$ cat config.mk
export PLATFORM = sky130hd
export DESIGN_NAME = tsm_top
export DESIGN_NICKNAME = d
export VERILOG_FILES = /design/src/rtl/tsm_pkg.sv /design/src/rtl/tsm_trig_sel.sv /design/src/rtl/tsm_quad.sv /design/src/rtl/tsm_count.sv /design/src/rtl/tsm_top.sv
export SDC_FILE = /design/constraint.sdc
export NUM_CORES = 1
export LEC_CHECK = 0
export BUFFER_PORTS_ARGS = -buffer_cell sky130_fd_sc_hd__buf_2
export CAP_MARGIN = 25
export CORE_MARGIN = 10
export CORE_UTILIZATION = 55
export DETAILED_ROUTE_END_ITERATION = 8
export PLACE_DENSITY = 0.8
export SLEW_MARGIN = 10
export SYNTH_ARGS = -nofsm -noshare
export SYNTH_HDL_FRONTEND = slang
export SYNTH_SLANG_ARGS = --single-unit
$ cat constraint.sdc
create_clock -name clk -period 3.7 [get_ports clk]
set_input_delay 0.925 -clock clk [delete_from_list [all_inputs] [get_ports clk]]
set_output_delay 0.925 -clock clk [all_outputs]
set_load 0.005 [all_outputs]
$ cat src/rtl/tsm_pkg.sv
package tsm_pkg;
  localparam int TSM_N_ITR = 4;

  typedef enum logic [2:0] {
    SM_OFF     = 3'd0,
    SM_ENC_B   = 3'd1,
    SM_ENC_A   = 3'd2,
    SM_ENC_AB  = 3'd3,
    SM_RESET   = 3'd4,
    SM_GATED   = 3'd5,
    SM_TRIGGER = 3'd6,
    SM_EXTCLK  = 3'd7
  } slave_mode_e;

  typedef enum logic [2:0] {
    TS_ITR0  = 3'd0,
    TS_ITR1  = 3'd1,
    TS_ITR2  = 3'd2,
    TS_ITR3  = 3'd3,
    TS_EDGE1 = 3'd4,
    TS_IN1   = 3'd5,
    TS_IN2   = 3'd6,
    TS_EXT   = 3'd7
  } trig_src_e;
endpackage

$ cat src/rtl/tsm_trig_sel.sv
module tsm_trig_sel
  import tsm_pkg::*;
#(
  parameter int N_ITR = TSM_N_ITR
) (
  input  logic             clk,
  input  logic             rst_n,
  input  logic [N_ITR-1:0] int_trig,
  input  logic             ti1_edge,
  input  logic             ti1_fp,
  input  logic             ti2_fp,
  input  logic             ext_trig,
  input  logic [2:0]       sel,
  output logic             trig_lvl,
  output logic             trig_rise
);
  localparam int IDX_W = (N_ITR > 1) ? $clog2(N_ITR) : 1;

  logic trig_q;

  always_comb begin
    unique case (trig_src_e'(sel))
      TS_EDGE1: trig_lvl = ti1_edge;
      TS_IN1:   trig_lvl = ti1_fp;
      TS_IN2:   trig_lvl = ti2_fp;
      TS_EXT:   trig_lvl = ext_trig;
      default:  trig_lvl = int_trig[sel[IDX_W-1:0]];
    endcase
  end

  // previous sample of the chosen line, for rising-edge detection
  always_ff @(posedge clk) begin
    if (!rst_n) trig_q <= 1'b0;
    else        trig_q <= trig_lvl;
  end

  assign trig_rise = trig_lvl & ~trig_q;
endmodule

$ cat src/rtl/tsm_quad.sv
module tsm_quad
  import tsm_pkg::*;
(
  input  logic        clk,
  input  logic        rst_n,
  input  logic        ti1,
  input  logic        ti2,
  input  slave_mode_e mode,
  output logic        enc_step,
  output logic        enc_down
);
  logic ti1_q, ti2_q, e1, e2;

  always_ff @(posedge clk) begin
    if (!rst_n) begin
      ti1_q <= 1'b0;
      ti2_q <= 1'b0;
    end else begin
      ti1_q <= ti1;
      ti2_q <= ti2;
    end
  end

  assign e1 = ti1 ^ ti1_q;
  assign e2 = ti2 ^ ti2_q;

  // forward rotation: input 1 leads input 2 -> count up
  always_comb begin
    enc_step = 1'b0;
    enc_down = 1'b0;
    unique case (mode)
      SM_ENC_B: begin
        enc_step = e2;
        enc_down = (ti2 != ti1);
      end
      SM_ENC_A: begin
        enc_step = e1;
        enc_down = (ti1 == ti2);
      end
      SM_ENC_AB: begin
        enc_step = e1 ^ e2;
        enc_down = e1 ? (ti1 == ti2) : (ti2 != ti1);
      end
      default: ;
    endcase
  end
endmodule

$ cat src/rtl/tsm_count.sv
module tsm_count #(
  parameter int CNT_W = 16
) (
  input  logic             clk,
  input  logic             rst_n,
  input  logic             tick,
  input  logic             down,
  input  logic             clear,
  input  logic [CNT_W-1:0] arr,
  output logic [CNT_W-1:0] count,
  output logic             update
);
  localparam logic [CNT_W-1:0] ONE = CNT_W'(1);

  always_ff @(posedge clk) begin
    if (!rst_n) begin
      count  <= '0;
      update <= 1'b0;
    end else begin
      update <= 1'b0;
      if (clear) begin
        count  <= '0;
        update <= 1'b1;
      end else if (tick) begin
        if (down) begin
          if (count == '0) begin
            count  <= arr;
            update <= 1'b1;
          end else begin
            count <= count - ONE;
          end
        end else if (count >= arr) begin
          count  <= '0;
          update <= 1'b1;
        end else begin
          count <= count + ONE;
        end
      end
    end
  end
endmodule

$ cat src/rtl/tsm_top.sv
module tsm_top
  import tsm_pkg::*;
#(
  parameter int CNT_W = 16
) (
  input  logic                 clk,
  input  logic                 rst_n,
  input  logic                 ti1_fp,
  input  logic                 ti2_fp,
  input  logic                 ti1_edge,
  input  logic [TSM_N_ITR-1:0] int_trig,
  input  logic                 ext_trig,
  input  logic [2:0]           trig_sel,
  input  logic [2:0]           slave_mode,
  input  logic [CNT_W-1:0]     arr,
  input  logic                 cnt_en,
  output logic [CNT_W-1:0]     count,
  output logic                 dir_down,
  output logic                 update,
  output logic                 trig_evt
);
  slave_mode_e mode;
  logic trig_lvl, trig_rise, enc_step, enc_down;
  logic run_q, is_enc, tick, down, clr;

  assign mode = slave_mode_e'(slave_mode);

  tsm_trig_sel #(.N_ITR(TSM_N_ITR)) u_sel (
    .clk(clk), .rst_n(rst_n), .int_trig(int_trig), .ti1_edge(ti1_edge),
    .ti1_fp(ti1_fp), .ti2_fp(ti2_fp), .ext_trig(ext_trig), .sel(trig_sel),
    .trig_lvl(trig_lvl), .trig_rise(trig_rise)
  );

  tsm_quad u_quad (
    .clk(clk), .rst_n(rst_n), .ti1(ti1_fp), .ti2(ti2_fp), .mode(mode),
    .enc_step(enc_step), .enc_down(enc_down)
  );

  always_comb begin
    is_enc = (mode == SM_ENC_B) || (mode == SM_ENC_A) || (mode == SM_ENC_AB);
    tick   = 1'b0;
    down   = 1'b0;
    clr    = 1'b0;
    unique case (mode)
      SM_OFF:     tick = cnt_en;
      SM_RESET: begin
        clr  = trig_rise;
        tick = cnt_en;
      end
      SM_GATED:   tick = cnt_en & trig_lvl;
      SM_TRIGGER: tick = cnt_en | run_q;
      SM_EXTCLK:  tick = cnt_en & trig_rise;
      default: begin
        tick = cnt_en & enc_step;
        down = enc_down;
      end
    endcase
  end

  tsm_count #(.CNT_W(CNT_W)) u_cnt (
    .clk(clk), .rst_n(rst_n), .tick(tick), .down(down), .clear(clr),
    .arr(arr), .count(count), .update(update)
  );

  always_ff @(posedge clk) begin
    if (!rst_n) begin
      run_q    <= 1'b0;
      dir_down <= 1'b0;
      trig_evt <= 1'b0;
    end else begin
      trig_evt <= trig_rise;
      if (mode == SM_TRIGGER && trig_rise) run_q <= 1'b1;
      if (!is_enc)   dir_down <= 1'b0;
      else if (tick) dir_down <= down;
    end
  end
endmodule

==> impl_metrics.ini, run 1 <==
[run_status]
status = complete, no violations

[hold_path]
holdPathStages = 2
min_path_type = reg -> reg
hold_path_end = run_q
hold_start = run_q

[clock_tree]
cts_root_buf = clkbuf_8
insertion_delay_ps = 270
htreeDepth = 1
cts.reportedPaths.clkPinSlew_ps = 90
cts.sinks = 23
cts_setup_buffers = 0
cts_tree = yes
post_cts_resized = 0
hold_buffers = 0
cts_buffers = 3
cts_buffer_depth = 2

[yosys]
synth_area_leader_cell = dfxtp_1
ys.flop_type = dfxtp_1
synthArstFlopShare_pct = 0
synth_common_cells = 37 x nand2_1, 23 x dfxtp_1, 22 x inv_1
syn-num-nets = 395
synth_area_leaders = dfxtp_1 18%, ha_1 9.2%, nand2_1 5.4%, a31oi_1 4.1%, nand3_1 3.3%
ys_seq_area_share_pct = 17.8
syn_avg_cell_area_um2 = 7.53
synth-edff-count = 0
ys_seq_elements = 23
synth_cell_type_count = 71
synth.most_common_cell = nand2_1
syn-instance-count = 343
synth_top_area_share_pct = 17.8
syn-cell-area_um2 = 2580
synth_warnings = 0

[critical_path]
path_buf_inv = 3
cp_top_family = compound AO/OA/AOI/OAI gates
reg2reg_to = u_cnt.count[13]
crit_type = in -> reg
path_max_fanout = 12
critical_path.cell_chain = buf_2, inv_1, ha_1, a21oi_1, nor2b_1, o21ai_0, and4b_1, buf_4, a31oi_1, o32ai_1
worstSetupEndpointType = flop
startpoint_type = primary input
reg2reg_depth = 8
worst_path_largest_cell_delay_ps = 450
required_ps = 3870
critPathArrivalTime_ps = 2840
cpMaxStageDelayCell = and4b_1
r2r_start = u_cnt.count[0]
ff2ff_setup_slack_ps = 1080

[layout]
num_antenna_cells = 0
finalCoreUtilization_pct = 64.0
final_nets = 431
syn2layout_area_growth_pct = 10.1
finalInstanceArea_um2 = 2840
drive_above_1_share_pct = 21.4
fillCellCount = 415

[die]
dieArea_um2 = 7830
initial_utilization_pct = 58.1
core_area_um2 = 4440
rows = 24
num_io_pins = 52
die_h_um = 88.5
die_w_um = 88.5

[pwr]
ir_worst_vdd_mv = 0.262
p_leak_nw = 1.19
power_density_nw_per_um2 = 378

[sta]
rsz0062_at_grt = no
min_period_ps = 2670
finalClockSkew_ps = 2.64
finalSetupViolCount = 0
timing.setup.tns_ps = 0
fin_crit_sh_pct = 72.3
worstMarginPinSlew_ps = 671
fmax_mhz = 374
drv_slew = 0
slew-limit-headroom_pct = 55.2
final_hold_viol_count = 0
worst_slack_ps = 1030

[detailed_routing]
wire_per_inst_um = 18.2
viasPerCell = 6.63
num_vias = 2850
ant_nets = 0
remaining_drc_errors = 0
drt_iter0_markers = 295
wl_mm = 7.82
dr.pass1.iters = 5

[placement]
hpwlAfterDp_mm = 5.90
io_buffers = 51
place_congestion = 0.940
place_area_um2 = 2800
dp_worst_setup_slack_ps = 812

[global_routing]
track_usage_pct = 19.7
grt_pass1_wl_mm = 12.9
grt_pass1_vias = 2700
grt_overflow_total = 0
grt_max_degree = 25
antenna_found_initial = 0

[flow_run]
drv_cap = 0
## cells by family (layout without fill, tap and decap cells)
| family | after synthesis | count (layout) | synth area share [%] |
|---|---|---|---|
| adders and majority gates | 19 | 19 | 9.21 |
| AOI/OAI and AO/OA | 102 | 102 | 29.6 |
| DFF | 23 | 23 | 17.8 |
| buffers and inverters | 45 | 80 | 8.09 |
| and+or+nand+nor | 139 | 139 | 29.9 |
| xor gates and xnor gates | 10 | 10 | 3.39 |
| muxes | 5 | 5 | 1.99 |
## stage by stage
stage | hold WS [ps] | std cells | total power (W)
after floorplan | 433 | 343 | 0.000770
after global placement | 461 | 426 | 0.000892
after detailed placement | 469 | 426 | 0.000904
after CTS | 492 | 430 | 0.00107
after global routing | 506 | 430 | 0.00115
final | 484 | 430 | 0.00108
## report_power, final
group | internal, W | switching, W
Combinational | 0.000231 | 0.000325
Sequential | 0.000276 | 0.0000813
Clock | 0.0000770 | 0.0000858
## worst max path at each step
stage	start	endpoint	cells past startpoint
after floorplan	arr[13]	u_cnt.count[2]	10
after global placement	arr[5]	u_cnt.count[0]	10
after detailed placement	arr[7]	u_cnt.count[13]	10
after CTS	arr[7]	u_cnt.count[13]	10
after global routing	u_cnt.count[0]	u_cnt.count[0]	8
final	arr[13]	u_cnt.count[13]	10
## layout make-up
cell class | instances | area (um2) | area share [%]
well taps | 52 | 65.1 | 2.29
flip-flops and latches | 23 | 460 | 16.2
repair buffers | 54 | 278 | 9.77
multi-input cells | 275 | 1910 | 67.3
inverters | 22 | 82.6 | 2.90
clock buffers | 4 | 45.0 | 1.58
## state kept, by name (all words and copies together) (netlist names)
register and cells:
dir_down 1, run_q 1, trig_evt 1, u_cnt.count 16, u_cnt.update 1, u_quad.ti1_q 1
u_quad.ti2_q 1, u_sel.trig_q 1
## layout by cell type, fill, tap and decap left out, drive strengths merged, types with 4 or more instances in the layout
cell type,netlist,layout
xnor2,4,4
nand2,38,38
o211ai,4,4
mux2i,4,4
and2,4,4
nor3,12,12
a31oi,17,17
nor2b,5,5
nand3,19,19
o22ai,9,9
buf,19,54
ha,19,19
o2111ai,4,4
a211oi,6,6
nand4,10,10
nor2,21,21
o21ai,17,17
clkbuf,4,4
nand2b,4,4
a21oi,12,12
xor2,6,6
or3,4,4
dfxtp,23,23
nor4,4,4
inv,22,22
## worst register-to-register path, stage by stage, from the launching register on
cell      delay, ps
dfxtp_1         400
inv_1           200
ha_1            210
nor4b_1         390
nand4_2         600
o32a_1          370
o211ai_1         90
o41a_1          160
o32ai_1          80
## layer usage
layer / vias to the layer above / routed length (um) / GRT usage, %
met5: - / 0 / 0
met1: 1318 / 3310 / 24.2
li1: 1381 / - / -
met4: 0 / 90 / 3.96
met2: 142 / 3690 / 33.7
met3: 9 / 728 / 5.51
No activity file was read; power rests on OpenSTA's default activity.
==> run 2, diff against run 1 <==
--- a/config.mk
+++ b/config.mk
@@ -8,9 +8,9 @@
 export BUFFER_PORTS_ARGS = -buffer_cell sky130_fd_sc_hd__buf_2
 export CAP_MARGIN = 25
 export CORE_MARGIN = 10
-export CORE_UTILIZATION = 55
+export CORE_UTILIZATION = 51
 export DETAILED_ROUTE_END_ITERATION = 8
-export PLACE_DENSITY = 0.8
+export PLACE_DENSITY = 0.78
 export SLEW_MARGIN = 10
 export SYNTH_ARGS = -nofsm -noshare
 export SYNTH_HDL_FRONTEND = slang
==> constraint.sdc (replaced) <==
create_clock -name clk -period 2.3 [get_ports clk]
set_input_delay 0.575 -clock clk [delete_from_list [all_inputs] [get_ports clk]]
set_output_delay 0.575 -clock clk [all_outputs]
set_load 0.005 [all_outputs]
==> run 2 against run 1 <==
Critical path depth shrank 3. Power rose by 88%. Cell count grew 17%. Via count grew 8.8%. Sequential power up 38%. Global-route usage grew 1.0 points. Die area increased by 6.0%. Clock power grew 61%. Combinational power grew 130%. Critical path type is now reg -> reg.
==> impl_metrics.ini, run 2 (synthesized netlist as in run 1, its figures left out) <==
[layout]
fillCellCount = 444
ff_latch_area_um2 = 460
mostFrequentLayoutCells = 59 x buf_4, 51 x buf_2, 37 x nand2_1
drive_above_1_share_pct = 32.6
finalInstanceArea_um2 = 3340
mostFrequentLayoutCell = buf_4
largest_register = u_cnt.count
syn2layout_area_growth_pct = 29.5
num_antenna_cells = 0
final_nets = 489
largest_reg_flops = 16
multi_input_area_um2 = 1930

[critical_path]
reg2reg_to = u_cnt.count[13]
startpoint_type = flop
ff2ff_setup_slack_ps = 70
path_max_fanout = 6
r2r_start = u_cnt.count[8]
worstSetupEndpointType = flop
critPathArrivalTime_ps = 2390
crit_type = reg -> reg
required_ps = 2460
reg2reg_depth = 7

[sta]
rsz0062_at_grt = no
slew-limit-headroom_pct = 70.3
final_hold_viol_count = 0
fin_crit_sh_pct = 96.8
timing.setup.tns_ps = 0
finalSetupViolCount = 0
whs_ps = 537
min_period_ps = 2230
worstMarginPinSlew_ps = 443
fmax_mhz = 449
finalClockSkew_ps = 13.5
drv_slew = 0

[pwr]
seqPwrFrac_pct = 24.4
p_leak_nw = 1.50
swShare_pct = 43.9
p_clk_share_pct = 13.0
internal_power_w = 0.00113
power_frac_comb_pct = 62.5
ir_worst_vdd_mv = 0.345
switching_power_w = 0.000887
power_density_nw_per_um2 = 605

[placement]
io_buffers = 51
hpwlAfterDp_mm = 7.29
place_area_um2 = 3280
place_congestion = 0.968

[clock_tree]
cts_buffers = 3
cts_tree = yes
cts_setup_buffers = 0
post_cts_resized = 0
htreeDepth = 1
cts_buffer_depth = 2
cts.reportedPaths.clkPinSlew_ps = 100
insertion_delay_ps = 270
cts_root_buf = clkbuf_8
hold_buffers = 0
cts.sinks = 23

[hold_path]
hold_path_end = run_q
holdPathStages = 2
hold_start = run_q
min_path_type = reg -> reg

[global_routing]
antenna_found_initial = 0
grt_overflow_total = 0
grt_max_degree = 19
track_usage_pct = 20.7
grt_pass1_wl_mm = 14.7
grt_pass1_vias = 3017

[flow_run]
drv_cap = 0

[detailed_routing]
ant_nets = 0
num_vias = 3102
wire_per_inst_um = 17.7
wl_mm = 8.91
viasPerCell = 6.17
remaining_drc_errors = 0
drt_iter0_markers = 277
dr.pass1.iters = 5

[die]
initial_utilization_pct = 53.6
num_io_pins = 52
die_h_um = 91.1
rows = 25
die_w_um = 91.1
dieArea_um2 = 8310
core_area_um2 = 4820

[run_status]
status = complete, no violations
[run 2: cell count changes in the layout (fill, tap and decap cells not counted), sizes merged]
cell / delta
buf: +58
[run 2: critical path, cell delays in order (launching register included)]
cell and delay [ps]:
dfxtp_1 530, ha_1 300, and4_1 250, nand2_1 140
a2111oi_4 50, or2_1 310, o41a_1 390, o32ai_1 140
[run 2: power by group through the flow]
stage          combinational [W]  sequential, W  clock [W]
6_report                 0.00126       0.000494   0.000263
5_1_grt                  0.00138       0.000499   0.000282
4_1_cts                  0.00123       0.000493   0.000265
3_5_place_dp             0.00122       0.000502          0
3_3_place_gp             0.00120       0.000500          0
2_1_floorplan           0.000728       0.000511          0
[run 2: final cells by class]
cell class	count	area share, %
repair buffers	112	22.1
flip-flops and latches	23	13.8
multi-input cells	275	57.8
clock buffers	4	1.35
inverters	22	2.47
well taps	67	2.51
[run 2: stage by stage]
| step | util (%) | worst slack (ps) | power (W) | cells |
|---|---|---|---|---|
| 2_1_floorplan | - | 107 | 0.00124 | 343 |
| 3_3_place_gp | 68.0 | -229 | 0.00170 | 499 |
| 3_5_place_dp | 68.0 | -228 | 0.00173 | 499 |
| 4_1_cts | 69.0 | 47.6 | 0.00199 | 503 |
| 5_1_grt | 69.4 | 24.9 | 0.00216 | 503 |
| 6_report | 69.4 | 72.9 | 0.00202 | 503 |
[run 2: worst max path at each step]
| stage | from | end | slack [ps] |
|---|---|---|---|
| after floorplan | arr[13] | u_cnt.count[2] | 110 |
| after global placement | arr[11] | u_cnt.count[12] | -230 |
| after detailed placement | arr[11] | u_cnt.count[12] | -230 |
| after CTS | arr[11] | u_cnt.count[12] | 50 |
| after global routing | u_cnt.count[8] | u_cnt.count[13] | 20 |
| final | u_cnt.count[8] | u_cnt.count[13] | 70 |
[run 2: routing by layer]
metal / vias up / wire, um / GRT usage (%)
met3: 20 / 688 / 3.05
li1: 1486 / - / -
met1: 1441 / 3770 / 26.2
met2: 155 / 4260 / 35.4
met5: - / 0 / 0
met4: 0 / 193 / 5.87
==> run 3, diff against run 2 <==
--- a/config.mk
+++ b/config.mk
@@ -8,10 +8,11 @@
 export BUFFER_PORTS_ARGS = -buffer_cell sky130_fd_sc_hd__buf_2
 export CAP_MARGIN = 25
 export CORE_MARGIN = 10
-export CORE_UTILIZATION = 51
+export CORE_UTILIZATION = 50
 export DETAILED_ROUTE_END_ITERATION = 8
-export PLACE_DENSITY = 0.78
+export PLACE_DENSITY = 0.77
 export SLEW_MARGIN = 10
 export SYNTH_ARGS = -nofsm -noshare
 export SYNTH_HDL_FRONTEND = slang
+export SYNTH_HIERARCHICAL = 1
 export SYNTH_SLANG_ARGS = --single-unit
==> run 3 against run 2 <==
Synthesized area fell by 5.2%. Highest routed layer unchanged. Critical endpoint is now u_cnt/count[14]. Sequential power decreased by 8.9%. Synthesized cell count fell by 5.8%. Worst setup slack got worse by 430 ps. Fmax decreased by 16%. Routed wire length up 16%. Largest cell class unchanged. Power grew 1.3%. The flow now finishes with violations (setup timing). Hold slack lost 42 ps.
==> impl_metrics.ini, run 3 <==
[die]
core_area_um2 = 4720
num_io_pins = 52
die_h_um = 89.9
rows = 25
die_w_um = 89.9
initial_utilization_pct = 51.8
dieArea_um2 = 8090

[flow_run]
drv_cap = 0

[hold_path]
hold_path_end = run_q
min_path_type = reg -> reg
hold_start = run_q
holdPathStages = 2

[detailed_routing]
viasPerCell = 6.36
ant_nets = 0
dr.pass1.iters = 5
drt_iter0_markers = 533
remaining_drc_errors = 0
num_vias = 3316
wl_mm = 10.3
wire_per_inst_um = 19.8

[run_status]
status = complete, but fails checks
violations = setup timing

[layout]
largest_reg_flops = 16
drive_above_1_share_pct = 47.8
mostFrequentLayoutCell = buf_4
finalInstanceArea_um2 = 3770
final_nets = 507
largest_register = u_cnt/count
syn2layout_area_growth_pct = 54.3
mostFrequentLayoutCells = 86 x buf_4, 49 x buf_2, 26 x nand2_1
num_antenna_cells = 0

[critical_path]
worstSetupEndpointType = flop
reg2reg_to = u_cnt/count[13]
path_max_fanout = 7
crit_type = in -> reg
r2r_start = u_cnt/count[2]
worst_path_largest_cell_delay_ps = 380
path_buf_inv = 3
cp_top_family = simple AND/OR/NAND/NOR gates
startpoint_type = primary input
critical_path.cell_chain = buf_8, mux2_4, nor3b_4, nor4_2, mux2i_1, and3_4, nor3_4, inv_4, or3_4, a211oi_4, buf_6, a32o_1, a211o_1
cpMaxStageDelayCell = or3_4
critPathArrivalTime_ps = 2880
ff2ff_setup_slack_ps = -260
reg2reg_depth = 6
required_ps = 2520

[sta]
finalSetupViolCount = 17
drv_slew = 0
fin_crit_sh_pct = 115
worstMarginPinSlew_ps = 962
rsz0062_at_grt = yes
finalClockSkew_ps = 4.23
final_hold_viol_count = 0
timing.setup.tns_ps = -3940
fmax_mhz = 377
min_period_ps = 2650
slew-limit-headroom_pct = 35.3
worst_slack_ps = -355

[global_routing]
grt_pass1_vias = 3190
grt_max_degree = 15
met1_usage_pct = 24.6
grt_overflow_total = 0
met2_usage_pct = 39.8
grt_most_used_layer = met2
grt_use_met3_pct = 3.24
track_usage_pct = 22.1
grt_pass1_wl_mm = 15.3
antenna_found_initial = 0

[clock_tree]
cts_root_buf = clkbuf_8
insertion_delay_ps = 270
cts_tree = yes
cts_buffer_depth = 2
cts_buffers = 3
htreeDepth = 1
cts.sinks = 23
cts.reportedPaths.clkPinSlew_ps = 100
hold_buffers = 0

[placement]
io_buffers = 51
place_area_um2 = 3360
place_congestion = 0.988
dp_worst_setup_slack_ps = -689
hpwlAfterDp_mm = 6.72

[yosys]
syn-num-nets = 375
ys_seq_area_share_pct = 18.8
syn-cell-area_um2 = 2450
syn_avg_cell_area_um2 = 7.57
synth-edff-count = 0
synth_area_leaders = dfxtp_1 19%, ha_1 9.7%, nand2_1 4.3%, inv_1 4.0%, nor3_1 3.5%
synth.most_common_cell = nand2_1
synth_cell_type_count = 66
synth_common_cells = 28 x nand2_1, 26 x inv_1, 23 x dfxtp_1
synthArstFlopShare_pct = 0
ys.flop_type = dfxtp_1
synth_warnings = 6
synth_area_leader_cell = dfxtp_1
ys_seq_elements = 23
synth_top_area_share_pct = 18.8
syn-instance-count = 323

[pwr]
power_density_nw_per_um2 = 543
total_power_w = 0.00205
p_leak_nw = 1.78
ir_worst_vdd_mv = 0.351
run 3: cell types whose count changed after synthesis, moves of 9 or more:
cell / previous run / this run
o22ai_1: 9 / 0
a31oi_1: 17 / 6
nand2_1: 37 / 28
clkbuf_1: 3 / 12
buf_2: 13 / 1
run 3: report_power, final:
group          leakage (nW)  internal [W]  switching [W]
Combinational          1.57      0.000640       0.000676
Clock                0.0217      0.000123       0.000160
Sequential            0.188      0.000426      0.0000238
Total                  1.78       0.00119       0.000859
run 3: routing by layer:
metal	share of wire [%]	wire, um
met5	0	0
met3	9.4	972
met4	6.6	679
met2	49	5010
met1	35	3650
run 3: final cells by class:
| type | instances | area, um2 |
|---|---|---|
| fillers | 291 | 948 |
| well taps | 67 | 83.8 |
| clock buffers | 3 | 41.3 |
| repair buffers | 146 | 1030 |
| flip-flops and latches | 23 | 464 |
| multi-input cells | 255 | 2050 |
| clock inverters | 1 | 7.51 |
| inverters | 26 | 103 |
run 3: worst reg2reg max path, stage by stage (launching register included):
cell       delay, ps
dfxtp_1          420
buf_4            200
nand4_1          240
nor4_1           800
nand3_1          340
o2111ai_1        350
nand3_2          100
run 3: logic make-up (layout without fill, tap and decap cells):
logic type,Yosys count,in the layout,share of synthesized area (%)
multiplexers,6,6,2.81
XOR/XNOR,11,11,3.94
buffers and inverters,45,176,8.64
AO/OA/AOI/OAI,84,84,24.9
adder cells (fa/ha/maj),19,19,9.72
flip-flops,23,23,18.8
AND/OR/NAND/NOR,135,135,31.2
run 3: metrics by stage:
step	instances	util [%]	hold WS, ps
global route	521	79.9	524
global placement	504	71.1	463
detailed placement	504	71.1	472
floorplan	323	-	437
finish	521	79.9	495
CTS	517	76.2	496
run 3: repair_timing:
action / in CTS / in global routing
resized for setup: 36 / 32
endpoints found under the setup margin: 17 / 18
pin swaps: 21 / 29
cloned: 1 / 0
setup buffers: 11 / 6
run 3: worst max-delay path by stage:
stage | start | to | slack (ps) | cells past startpoint
after CTS | trig_sel[2] | u_cnt/count[14] | -350 | 13
final | trig_sel[2] | u_cnt/count[14] | -350 | 13
after floorplan | trig_sel[2] | u_cnt/count[14] | -500 | 13
after global placement | trig_sel[2] | u_cnt/count[14] | -600 | 14
after detailed placement | trig_sel[2] | u_cnt/count[14] | -690 | 14
after global routing | trig_sel[2] | u_cnt/count[2] | -450 | 13
